==> src/rtl/ecc_codec_pkg.sv <==
`timescale 1ns/1ps
package ecc_codec_pkg;

  localparam int DATA_W  = 64;
  localparam int HALF_W  = DATA_W / 2;
  localparam int CHECK_W = 8;
  localparam int IDX_W   = $clog2(DATA_W);
  localparam int KIND_W  = 2;

  typedef enum logic [KIND_W-1:0] {
    KIND_NONE   = 2'd0,
    KIND_DATA   = 2'd1,
    KIND_CHECK  = 2'd2,
    KIND_UNCORR = 2'd3
  } ecc_kind_t;

  typedef struct packed {
    logic loadSyn;
    logic loadRes;
  } ecc_strobes_t;

  localparam logic [HALF_W-1:0] MASK_HI [CHECK_W] = '{
    32'hf00fe11e, 32'h00ff00ff, 32'h0f0f0f0f, 32'h11113333,
    32'h22224444, 32'h44448888, 32'h8888ffff, 32'hffff1111
  };
  localparam logic [HALF_W-1:0] MASK_LO [CHECK_W] = '{
    32'hc33c0ff7, 32'h00fff0ff, 32'h0f0fff00, 32'h7777000f,
    32'h8888222f, 32'hffff4441, 32'h11118882, 32'h22221114
  };

  // Row-wise parity of the masked halves.
  function automatic logic [CHECK_W-1:0] calcCheck(input logic [DATA_W-1:0] word);
    logic [CHECK_W-1:0] chk;
    for (int i = 0; i < CHECK_W; i++)
      chk[i] = ^((word[DATA_W-1:HALF_W] & MASK_HI[i]) ^ (word[HALF_W-1:0] & MASK_LO[i]));
    return chk;
  endfunction

  // Syndrome produced by a single flipped data bit at position pos.
  function automatic logic [CHECK_W-1:0] columnOf(input int pos);
    logic [CHECK_W-1:0] col;
    logic [4:0]         sub;
    sub = pos[4:0];
    for (int i = 0; i < CHECK_W; i++)
      col[i] = (pos < HALF_W) ? MASK_LO[i][sub] : MASK_HI[i][sub];
    return col;
  endfunction

endpackage

==> src/rtl/ecc_codec_ctrl.sv <==
`timescale 1ns/1ps
module ecc_codec_ctrl
  import ecc_codec_pkg::*;
(
  input  logic         clk,
  input  logic         rstN,
  input  logic         inValid,
  output ecc_strobes_t strobes,
  output logic         resValid
);

  logic stage1Valid;

  always_ff @(posedge clk or negedge rstN) begin
    if (!rstN) begin
      stage1Valid <= 1'b0;
      resValid    <= 1'b0;
    end else begin
      stage1Valid <= inValid;
      resValid    <= stage1Valid;
    end
  end

  always_comb begin
    strobes.loadSyn = inValid;
    strobes.loadRes = stage1Valid;
  end

  // an accepted word yields a valid result two edges later.
  assert_two_edge_latency_R7: assert property (@(posedge clk) disable iff (!rstN)
    inValid |-> ##2 resValid);

  // no result without a word two edges earlier.
  assert_no_spurious_valid_R7: assert property (@(posedge clk) disable iff (!rstN)
    (!inValid && !stage1Valid) |=> ##1 !resValid);

endmodule

==> src/rtl/ecc_codec_datapath.sv <==
`timescale 1ns/1ps
module ecc_codec_datapath
  import ecc_codec_pkg::*;
(
  input  logic               clk,
  input  logic               rstN,
  input  ecc_strobes_t       strobes,
  input  logic               resValid,
  input  logic [DATA_W-1:0]  inData,
  input  logic [CHECK_W-1:0] inCheck,
  output ecc_kind_t          resKind,
  output logic [IDX_W-1:0]   resIndex,
  output logic [DATA_W-1:0]  resData,
  output logic [CHECK_W-1:0] resSyn
);

  // Stage 1: syndrome register.
  logic [DATA_W-1:0]  synData;
  logic [CHECK_W-1:0] synReg;

  always_ff @(posedge clk) begin
    if (strobes.loadSyn) begin
      synData <= inData;
      synReg  <= calcCheck(inData) ^ inCheck;
    end
  end

  // Stage 2: classification.
  logic               colHit;
  logic [IDX_W-1:0]   colIdx;
  logic [IDX_W-1:0]   chkIdx;
  logic               synOneHot;
  ecc_kind_t          nextKind;
  logic [IDX_W-1:0]   nextIndex;
  logic [DATA_W-1:0]  nextData;

  // Descending scan so the lowest matching column wins.
  always_comb begin
    colHit = 1'b0;
    colIdx = '0;
    for (int b = DATA_W - 1; b >= 0; b--) begin
      if (synReg == columnOf(b)) begin
        colHit = 1'b1;
        colIdx = IDX_W'(b);
      end
    end
  end

  always_comb begin
    chkIdx = '0;
    for (int k = CHECK_W - 1; k >= 0; k--)
      if (synReg[k]) chkIdx = IDX_W'(k);
  end

  assign synOneHot = $onehot(synReg);

  always_comb begin
    nextKind  = KIND_UNCORR;
    nextIndex = '0;
    nextData  = synData;
    if (synReg == '0) begin
      nextKind = KIND_NONE;
    end else if (colHit) begin
      nextKind  = KIND_DATA;
      nextIndex = colIdx;
      nextData  = synData ^ (DATA_W'(1) << colIdx);
    end else if (synOneHot) begin
      nextKind  = KIND_CHECK;
      nextIndex = chkIdx;
    end
  end

  always_ff @(posedge clk) begin
    if (strobes.loadRes) begin
      resKind  <= nextKind;
      resIndex <= nextIndex;
      resData  <= nextData;
      resSyn   <= synReg;
    end
  end

  // a clean outcome only with a zero syndrome.
  assert_clean_zero_syn_R3: assert property (@(posedge clk) disable iff (!rstN)
    (resValid && resKind == KIND_NONE) |-> (resSyn == '0));

  // a repaired word differs from the received one in exactly one bit.
  assert_single_flip_fix_R4: assert property (@(posedge clk) disable iff (!rstN)
    strobes.loadRes |=> (resKind != KIND_DATA) || ($countones(resData ^ $past(synData)) == 1));

  // a check-bit outcome carries a one-hot syndrome at the reported position.
  assert_check_onehot_R5: assert property (@(posedge clk) disable iff (!rstN)
    (resValid && resKind == KIND_CHECK) |-> ($onehot(resSyn) && resSyn[resIndex[2:0]]));

  // uncorrectable only for multi-bit syndromes.
  assert_uncorr_multibit_R6: assert property (@(posedge clk) disable iff (!rstN)
    (resValid && resKind == KIND_UNCORR) |-> ($countones(resSyn) > 1));

  // results hold while nothing is loaded.
  assert_hold_results_R8: assert property (@(posedge clk) disable iff (!rstN)
    !strobes.loadRes |=> ($stable(resData) && $stable(resKind) && $stable(resIndex) && $stable(resSyn)));

endmodule

==> src/rtl/ecc_secded_codec.sv <==
`timescale 1ns/1ps
module ecc_secded_codec
  import ecc_codec_pkg::*;
(
  input  logic               clk,
  input  logic               rstN,
  input  logic               inValid,
  input  logic [DATA_W-1:0]  inData,
  input  logic [CHECK_W-1:0] inCheck,
  output logic               outValid,
  output logic [KIND_W-1:0]  outKind,
  output logic [IDX_W-1:0]   outIndex,
  output logic [DATA_W-1:0]  outData,
  output logic [CHECK_W-1:0] outSyndrome
);

  ecc_strobes_t strobes;
  ecc_kind_t    resKind;

  ecc_codec_ctrl i_ctrl (
    .clk      (clk),
    .rstN     (rstN),
    .inValid  (inValid),
    .strobes  (strobes),
    .resValid (outValid)
  );

  ecc_codec_datapath i_datapath (
    .clk      (clk),
    .rstN     (rstN),
    .strobes  (strobes),
    .resValid (outValid),
    .inData   (inData),
    .inCheck  (inCheck),
    .resKind  (resKind),
    .resIndex (outIndex),
    .resData  (outData),
    .resSyn   (outSyndrome)
  );

  assign outKind = resKind;

endmodule

==> config.mk <==
export PLATFORM = sky130hd
export DESIGN_NAME = ecc_secded_codec
export DESIGN_NICKNAME = d
export VERILOG_FILES = /design/src/rtl/ecc_codec_pkg.sv /design/src/rtl/ecc_codec_ctrl.sv /design/src/rtl/ecc_codec_datapath.sv /design/src/rtl/ecc_secded_codec.sv
export SDC_FILE = /design/constraint.sdc
export NUM_CORES = 1
export LEC_CHECK = 0
export ABC_CLOCK_PERIOD_IN_PS = 6630
export BUFFER_PORTS_ARGS = -buffer_cell sky130_fd_sc_hd__buf_2
export CELL_PAD_IN_SITES_DETAIL_PLACEMENT = 1
export CELL_PAD_IN_SITES_GLOBAL_PLACEMENT = 1
export CORE_AREA = 2 2 177 179
export CTS_BUF_LIST = sky130_fd_sc_hd__clkbuf_8 sky130_fd_sc_hd__clkbuf_16
export CTS_CLUSTER_DIAMETER = 120
export DETAILED_ROUTE_END_ITERATION = 10
export DIE_AREA = 0 0 179 181
export GPL_TIMING_DRIVEN = 0
export PLACE_DENSITY = 0.66
export SETUP_SLACK_MARGIN = 0.3
export SYNTH_ARGS = -nofsm -noshare
export SYNTH_HDL_FRONTEND = slang
export SYNTH_SLANG_ARGS = --single-unit
==> constraint.sdc <==
create_clock -name clk -period 6.63 [get_ports clk]
set_clock_uncertainty 0.2 [all_clocks]
set_input_delay 0.3315 -clock clk [delete_from_list [all_inputs] [get_ports clk]]
set_output_delay 0.3315 -clock clk [all_outputs]
set_load 0.02 [all_outputs]
After elaboration in Yosys (flattened, before gate mapping)
Index checks and enable logic that the tools add are counted.
Widths: inputs -> output; s select.
{ "totals": {"out_inout_bits": 81, "inputBits": 75, "ff_bits": 154, "elab_cells": 244} }
{ "op_classes": {"reduce_logical": 10, "muxes": 142, "eq_ne": 65, "n_shift": 1, "bitwise": 10, "addsub": 7} }
{ "ops": {"columns": ["op", "n"], "rows": [
  ["$mux 6", 65],
  ["$reduce_xor 32->1", 8],
  ["$eq 8x8->1 const B", 28],
  ["$eq 8x7->1 const B", 20],
  ["$mux 64", 2],
  ["$eq 8x6->1 const B", 12],
  ["$mux 1", 66],
  ["$shl 1x6->64 const A", 1],
  ["$xor 64x64->64", 1],
  ["$eq 8x5->1 const B", 4],
  ["$xor 30x32->32", 1],
  ["$xor 31x32->32", 1],
  ["$xor 32x29->32", 1],
  ["$xor 32x30->32", 1],
  ["$xor 32x32->32", 1],
  ["$xor 29x31->31", 1],
  ["$xor 28x28->28", 1],
  ["$mux 3", 9],
  ["$xor 24x24->24", 1],
  ["$add 4x4->4", 3],
  ["$add 1x1->2", 4],
  ["$logic_not 8->1", 1],
  ["$xor 8x8->8", 1],
  ["$eq 4x1->1 const B", 1],
  ["$reduce_or 2->1", 1]
]} }

Longest topological paths before layout
Gate-level depths: netlist of the first run.
{ "depth": {"word_depth": 69, "depth_mapped": 16, "mapped_depth_nobuf": 12} }

Modules after synthesis
A second synthesis of the first run with hierarchy kept.
{ "hier_totals": {"hier_cells": 674, "area_unflattened_um2": 8675.8} }
{ "modules_own_cells": {"columns": ["mod", "cells_each", "instances", "seq_area_each_um2", "area_per_inst_um2"], "rows": [
  ["ecc_codec_datapath", 670, 1, 4564.4, 8610.8],
  ["ecc_codec_ctrl", 4, 1, 50.0, 65.1]
]} }

Worst setup path after synthesis of the first run
No wires, ideal clock.
{ "synth_timing": {"path_type": "reg-to-reg", "startpoint": "register i_datapath.synReg[2]", "endpoint": "register i_datapath.resIndex[2], data pin", "stages_incl_launch_ff": 13, "arrival_time_ns": 3.202, "n_path_buf": 1, "period_less_slack_ns": 3.535, "setup_time_ns": 0.133, "setup_slack_ns": 3.095, "t_required_ns": 6.297, "cell_sequence": "edfxtp_1 > ha_1 > buf_2 > inv_1 > fa_1 > inv_1 > fa_1 > ha_1 > fa_1 > nor4b_1 > nand3_1 > nor2_1 > a32o_1"} }
{ "synth_via": {"elab_chain_cells": 66, "word_cells_on_any_way": 202, "cone_classes": "3 x add/sub; 65 x eq/ne; 133 x mux; 1 x reduce/logical"} }
{ "synth_lines": {"columns": ["element", "line_no", "rtl"], "rows": [
  ["start: declaration", "ecc_codec_datapath.sv:19", "logic [CHECK_W-1:0] synReg;"],
  ["start signal: assignment", "ecc_codec_datapath.sv:24", "synReg <= calcCheck(inData) ^ inCheck;"],
  ["$eq 8x8->1", "ecc_codec_datapath.sv:42", "if (synReg == columnOf(b)) begin"],
  ["$mux 6 or $mux 1 (tied branches) (64 in series)", "ecc_codec_datapath.sv:42", null],
  ["$mux 6", "ecc_codec_datapath.sv:63", "end else if (colHit) begin"],
  ["end signal: assignment", "ecc_codec_datapath.sv:76", "resIndex <= nextIndex;"],
  ["end: declaration", "ecc_codec_datapath.sv:12", "output logic [IDX_W-1:0] resIndex,"]
]} }
Several ways; a longest one is shown, not always the timed one.
A chain may end at the register's enable or synchronous reset.

Worst setup path in the final report of the first run
{ "layout_timing": {"startpoint": "register i_datapath.synReg[0]", "endpoint": "register i_datapath.resData[46], data pin"} }
{ "layout_via": {"elab_chain_cells": 69, "word_cells_on_any_way": 197, "cone_classes": "64 x eq/ne; 1 x shift; 130 x mux; 1 x bitwise; 1 x reduce/logical"} }
{ "layout_lines": {"columns": ["element", "line_no", "rtl"], "rows": [
  ["$eq 8x8->1", "ecc_codec_datapath.sv:42", null],
  ["$mux 6 (64 in series)", "ecc_codec_datapath.sv:42", null],
  ["$shl 1x6->64", "ecc_codec_datapath.sv:66", "nextData = synData ^ (DATA_W'(1) << colIdx);"],
  ["$xor 64x64->64", "ecc_codec_datapath.sv:66", null],
  ["$mux 64", "ecc_codec_datapath.sv:63", null],
  ["$mux 64 (*)", "ecc_codec_datapath.sv:61", "if (synReg == '0) begin"],
  ["named net i_datapath.nextData[46]", "ecc_codec_datapath.sv:35", "logic [DATA_W-1:0] nextData;"],
  ["end signal: assignment", "ecc_codec_datapath.sv:77", "resData <= nextData;"],
  ["end: declaration", "ecc_codec_datapath.sv:13", "output logic [DATA_W-1:0] resData,"]
]} }
Mark *: on every way through the listed nets, which the timed path passes. The rest lies on a longest branch.

==> results of run 1 <==
-- power groups by stage --
stage	clock, mW	sequential (mW)	combinational (mW)
after floorplan	0	1.48	1.42
after global placement	0	1.41	2.29
after detailed placement	0	1.40	2.31
after CTS	0.998	1.38	2.34
after global routing	1.03	1.39	2.55
final	0.980	1.38	2.36
-- layout by cell type, fill, tap and decap left out, drive strengths merged, types with 5 or more instances in the layout --
master | synthesis | layout
a22oi | 14 | 14
inv | 21 | 27
buf | 31 | 188
nand2b | 15 | 15
nor3 | 10 | 10
nor4 | 6 | 6
edfxtp | 152 | 152
o21ai | 13 | 13
xnor2 | 181 | 181
clkbuf | 2 | 19
o211ai | 5 | 5
o22ai | 7 | 7
nand3 | 14 | 14
and3 | 6 | 6
clkinv | 0 | 7
and2 | 9 | 9
a22o | 6 | 6
ha | 19 | 19
a21oi | 14 | 14
or2 | 5 | 5
o21a | 5 | 5
nor2 | 34 | 34
dlygate4sd3 | 0 | 66
nand2 | 95 | 95
xor2 | 28 | 28
nand4 | 14 | 14
-- Yosys cell counts (all sizes together) (13+ instances only) --
library cell / count
o21ai: 13
nand4: 14
a21oi: 14
ha: 19
xor2: 28
edfxtp: 152
nand2: 95
nand3: 14
nand2b: 15
nor2: 34
inv: 21
xnor2: 181
a22oi: 14
buf: 31
-- flip-flops by register name (all words and copies together), names as in the netlist --
register and cells:
i_ctrl.stage1Valid 1, i_datapath.resIndex 6, i_datapath.resKind 2, i_datapath.resSyn 8
i_datapath.synData 64, i_ctrl.resValid 1, i_datapath.resData 64, i_datapath.synReg 8
-- through the flow --
step | power (mW) | util | cell area (sq um) | worst slack [ns] | instances
2_1_floorplan | 2.902 | - | 9061 | 3.095 | 772
3_3_place_gp | 3.701 | 0.3405 | 10330 | 2.141 | 1323
3_5_place_dp | 3.707 | 0.3425 | 10390 | 2.095 | 1325
4_1_cts | 4.724 | 0.3837 | 11640 | 2.075 | 1423
5_1_grt | 4.976 | 0.3837 | 11650 | 1.814 | 1424
6_report | 4.715 | 0.3837 | 11650 | 1.988 | 1424
-- how the worst min path moves through the flow --
| stage | start | cells after the start | end | slack (ns) |
|---|---|---|---|---|
| 4_1_cts | inValid | 1 | i_datapath.synData[6]$_DFFE_PP_ | 0.05 |
| 3_3_place_gp | rstN | 1 | i_ctrl.resValid$_DFF_PN0_ | -0.08 |
| 3_5_place_dp | rstN | 1 | i_ctrl.resValid$_DFF_PN0_ | -0.08 |
| 5_1_grt | inValid | 1 | i_datapath.synData[0]$_DFFE_PP_ | 0.06 |
| 2_1_floorplan | rstN | 0 | i_ctrl.resValid$_DFF_PN0_ | -0.16 |
| 6_report | inValid | 1 | i_datapath.synData[36]$_DFFE_PP_ | 0.08 |
-- critical path: cells and delay by family (launching register included) --
kind / cells / cell delay, ns
AO/OA/AOI/OAI: 5 / 1.70
buffers and inverters: 4 / 1.32
adder cells (fa/ha/maj): 1 / 0.17
AND/OR/NAND/NOR: 2 / 0.30
flip-flops: 1 / 0.49
XOR/XNOR: 1 / 0.17
-- cells by family (layout without fill, tap and decap cells) --
logic type,Yosys count,after routing
xor+xnor,210,210
simple gates,223,223
buf+inv,54,309
mux,1,1
flops,154,154
compound gates,107,107
other cells,0,1
fa+ha+maj,23,23
-- per-layer routing --
metal / vias up / part of all wire / wire length (microns)
met5: - / 0 / 0
met3: 50 / 0.056 / 1736
met2: 258 / 0.48 / 14990
met1: 3526 / 0.43 / 13380
met4: 0 / 0.029 / 912
li1: 3241 / - / -
-- cell type report --
cell class,instances,area (sq um)
clock buffer,17,425.4
timing repair buffer,223,1494
buffer,33,215.2
tap,396,495.5
clock inverter,15,163.9
antenna,1,2.502
multi-input combinational,564,4153
fill,3317,18700
sequential,154,4618
inverter,21,78.83
==> impl_metrics.toml, run 1 <==
[setup_path]
startpoint = "i_datapath.synReg[0]$_DFFE_PP_"
worstPathArrival_ns = 4.62
r2r_start = "i_datapath.synReg[0]$_DFFE_PP_"
r2r_setup_slack_ns = 1.99
cp_max_fo = 10
cp.required_ns = 6.61
cpMaxStageDelayCell = "a21boi_2"
critical_path.startpoint_type = "flop"
r2r_cells = 13
criticalPathCategory = "reg -> reg"
reg2reg_to = "i_datapath.resData[46]$_DFFE_PP_"
path_cells = "inv_1 > ha_1 > buf_2 > clkbuf_1 > o2111ai_1 > nand2_1 > o2111a_1 > o211ai_1 > a22oi_2 > a21boi_2 > buf_2 > nand2_1 > xnor2_1"
cpPeakStageDelay_ns = 0.56
worstSetupEndpointType = "flop"
endpoint = "i_datapath.resData[46]$_DFFE_PP_"

[global_routing]
grt_pass1_vias = 7465
grt_pass1_wl_mm = 46.37
grt-busiest-layer = "met2"
grt_start_max_net_pins = 61
track_usage = 0.1948
use_met2 = 0.3209
met1_usage = 0.2541
antenna_found_initial = 1
grt_overflow_total = 0
met3_usage = 0.03535

[clock_network]
cts.sinks = 154
cts_buffers = 17
clockBufferDepth = 2
cts_root_buffer = "clkbuf_16"
cts_hold_buffers = 66
cts_tree = "built"
cts_resized = 0
cts.clk_slew.worst_paths_ns = 0.07
cts_setup_buffers = 0
ctsHtreeMaxLevel = 4
clock_latency_ns = 0.44

[timing]
hold_viol = 0
slew_headroom = 0.4358
hold_slack_ns = 0.08042
maxSlewViolCount = 0
finalSetupTns_ns = 0
worstMarginPinSlew_ns = 0.8449
setup_viol = 0
max_freq_mhz = 215.4
fin_crit_sh = 0.7001
rsz0062_at_grt = "no"
post-route-min-period_ns = 4.642

[power]
p_sw_frac = 0.4399
switchingPower_mw = 2.074
peakVddDrop_mv = 0.1692
powerDensity_mw_per_mm2 = 404.8
p_clk_frac = 0.208
intPower_mw = 2.641
p_comb_frac = 0.500
seqPwrFrac = 0.292
total_leakage_power_nw = 4.283

[floorplanning]
die_w_microns = 179
row_count = 64
dieArea_sq_mm = 0.03240
initial_utilization = 0.2986
core_area_sq_mm = 0.03035
ios = 156
die-height_microns = 181

[yosys]
synth_area_leaders = "edfxtp_1, xnor2_1, nand2_1"
synth-simple-area-share = 0.1219
synthArstFlopShare = 0.01299
synth_top_family_by_area = "XOR/XNOR gates"
synth.area.mux_share = 0.001243
synth.distinct_cells = 78
ys_warn_count = 0
ys_ff_latch = 154
synth_compound_area_frac = 0.09542
synth_xor_area_frac = 0.2046
avgSynthCellArea_sq_um = 11.74
synth_top_cell_by_area = "edfxtp_1"
synth_seq_area_share = 0.5093
synth_top_cell_area_share = 0.5037
synth_edf_count = 152
synth_cells = 772
synth_fa_ha_area_frac = 0.03507
synth_area_sq_mm = 0.009061
syn_nets = 870
synth_ff_type = "edfxtp_1"

[routing]
drt-pass1-iter-count = 5
ant_nets = 0
first_iter_violations = 515
detail_route.wl_per_cell_microns = 21.78
vias = 7075
via_per_inst = 4.968
wl_mm = 31.01
drc = 0

[placed_design]
place_congestion = 0.9036
hpwl_mm = 22.56
io_buffer_count = 155

[final_layout]
drive_above_1_share = 0.2356
final_nets = 1112
area_growth_pct = 28.53

[run_status]
status = "completed"

[job]
cap_viol_max_count = 0

[worst_hold_path]
hold_class = "in -> reg"
No activity file was read; power rests on OpenSTA's default activity.
==> inputs of run 2 (changes only) <==
Settings changed: ABC_CLOCK_PERIOD_IN_PS 6630 to 3920, PLACE_DENSITY 0.66 to 0.68.
Clock period 6.63 ns to 3.92 ns, I/O delays scaled along.
==> impl_metrics.toml, run 2 (synthesized netlist as in run 1, its figures left out) <==
[run_status]
status = "finished with violations"
failed_checks = "setup timing"

[global_routing]
grt_pass1_vias = 7972
grt_overflow_total = 0
track_usage = 0.2070
grt_pass1_wl_mm = 49.74
antenna_found_initial = 1
grt_start_max_net_pins = 61

[routing]
ant_nets = 0
drc = 0
vias = 8055
wl_mm = 38.05
via_per_inst = 5.258
first_iter_violations = 698
detail_route.wl_per_cell_microns = 24.84
drt-pass1-iter-count = 5

[setup_path]
worstSetupEndpointType = "flop"
criticalPathCategory = "reg -> reg"
cp.required_ns = 3.90
cp_max_fo = 5
r2r_cells = 20
critical_path.startpoint_type = "flop"
worstPathArrival_ns = 3.92

[clock_network]
clockBufferDepth = 2
cts_tree = "built"
clock_latency_ns = 0.45
cts.clk_slew.worst_paths_ns = 0.08
cts_buffers = 17
cts.sinks = 154
ctsHtreeMaxLevel = 4
cts_root_buffer = "clkbuf_16"

[final_layout]
top_regs = "i_datapath.resData: 64 flops, i_datapath.synData: 64 flops"
multiInputGateArea_sq_mm = 0.005446
final_nets = 1220
layout_commonest_cell = "xnor2_1"
fillers = 3093
regArea_sq_mm = 0.004618
area_growth_pct = 57.65
drive_above_1_share = 0.4837
layout.cells.most_common_list = "xnor2_1, buf_2, edfxtp_1"

[floorplanning]
initial_utilization = 0.2986
ios = 156
row_count = 64
die-height_microns = 181
core_area_sq_mm = 0.03035
dieArea_sq_mm = 0.03240
die_w_microns = 179

[placed_design]
hpwl_mm = 22.58
place_congestion = 0.9287
io_buffer_count = 155

[power]
switchingPower_mw = 4.926
finalPower_mw = 11.31
p_sw_frac = 0.4357
p_clk_frac = 0.154
p_comb_frac = 0.640
intPower_mw = 6.381
peakVddDrop_mv = 0.4017
powerDensity_mw_per_mm2 = 791.5
total_leakage_power_nw = 5.668
seqPwrFrac = 0.207

[timing]
finalSetupTns_ns = -0.03257
setup_viol = 3
fin_ws_ns = -0.01936
slew_headroom = 0.6086
worstMarginPinSlew_ns = 0.5827
maxSlewViolCount = 0
rsz0062_at_grt = "yes"
max_freq_mhz = 253.8
hold_viol = 0
post-route-min-period_ns = 3.939
fin_crit_sh = 1.005

[worst_hold_path]
hold_class = "in -> reg"
whs_path_depth = 2

[job]
cap_viol_max_count = 0
==> run 2: worst paths after layout <==
kind,from,endpoint,slack (ns)
max,i_datapath.synReg[5]$_DFFE_PP_,i_datapath.resData[38]$_DFFE_PP_,-0.02
min,inData[22],i_datapath.synData[22]$_DFFE_PP_,0.30
max reg2reg,i_datapath.synReg[5]$_DFFE_PP_,i_datapath.resData[38]$_DFFE_PP_,-0.02
min reg2reg,i_datapath.synData[29]$_DFFE_PP_,i_datapath.resData[29]$_DFFE_PP_,0.35
max in group asynchronous,rstN,i_ctrl.stage1Valid$_DFF_PN0_,2.97
min in group asynchronous,rstN,i_ctrl.stage1Valid$_DFF_PN0_,0.42
==> run 2: timing repair <==
action / 4_1_cts / 5_1_grt
endpoints found under the setup margin: 68 / 67
hold endpoints to repair: 79 / 0
gates resized for setup: 157 / 224
setup buffers: 50 / 51
hold buffers: 67 / 0
pin swaps: 39 / 72
cloned: 2 / 4
==> run 2: cell type report <==
type,count,area share
Buffer,33,0.03232
Timing Repair Buffer,331,0.1799
Tap cell,396,0.03468
Clock inverter,15,0.01253
Sequential cell,154,0.3233
Antenna cell,1,0.0001752
Inverter,21,0.006044
Multi-Input combinational cell,564,0.3813
Clock buffer,17,0.02978
==> run 2: layer usage <==
layer / up-vias / part of all wire / track usage
met5: - / 0 / 0
met4: 0 / 0.043 / 0.06992
met3: 107 / 0.065 / 0.03220
met2: 428 / 0.50 / 0.3465
met1: 4059 / 0.39 / 0.2708
li1: 3461 / - / -
==> run 2: worst max-delay path: stages, from the launching register on <==
cell and delay [ns]:
edfxtp_1 0.41, buf_6 0.18, inv_8 0.05, ha_4 0.18, buf_8 0.14, buf_8 0.13, buf_6 0.12, buf_6 0.11
and2_4 0.15, nor3_4 0.21, o21bai_1 0.16, a2bb2oi_2 0.24, buf_4 0.17, a21oi_4 0.06, a22oi_2 0.21, buf_4 0.16
a21boi_4 0.26, buf_12 0.16, buf_12 0.14, nand2_4 0.06, xnor2_2 0.15
==> run 2: stage by stage <==
| stage | setup WS, ns | area (sq um) | instances | util | hold WS, ns |
|---|---|---|---|---|---|
| final | -0.01936 | 14290 | 1532 | 0.4707 | 0.2971 |
| after global routing | -0.06857 | 14290 | 1532 | 0.4707 | 0.3202 |
| after CTS | 0.2048 | 12700 | 1476 | 0.4186 | 0.2961 |
| after detailed placement | -0.5532 | 10390 | 1325 | 0.3425 | -0.2181 |
| after global placement | -0.4899 | 10330 | 1323 | 0.3405 | -0.2186 |
| after floorplan | 0.3849 | 9061 | 772 | - | -0.2996 |
==> run 2: power groups by stage <==
stage | clock network (mW) | logic [mW] | registers, mW
2_1_floorplan | 0 | 2.40 | 2.50
3_3_place_gp | 0 | 3.88 | 2.38
3_5_place_dp | 0 | 3.94 | 2.36
4_1_cts | 1.74 | 5.44 | 2.32
5_1_grt | 1.82 | 7.52 | 2.36
6_report | 1.74 | 7.23 | 2.33
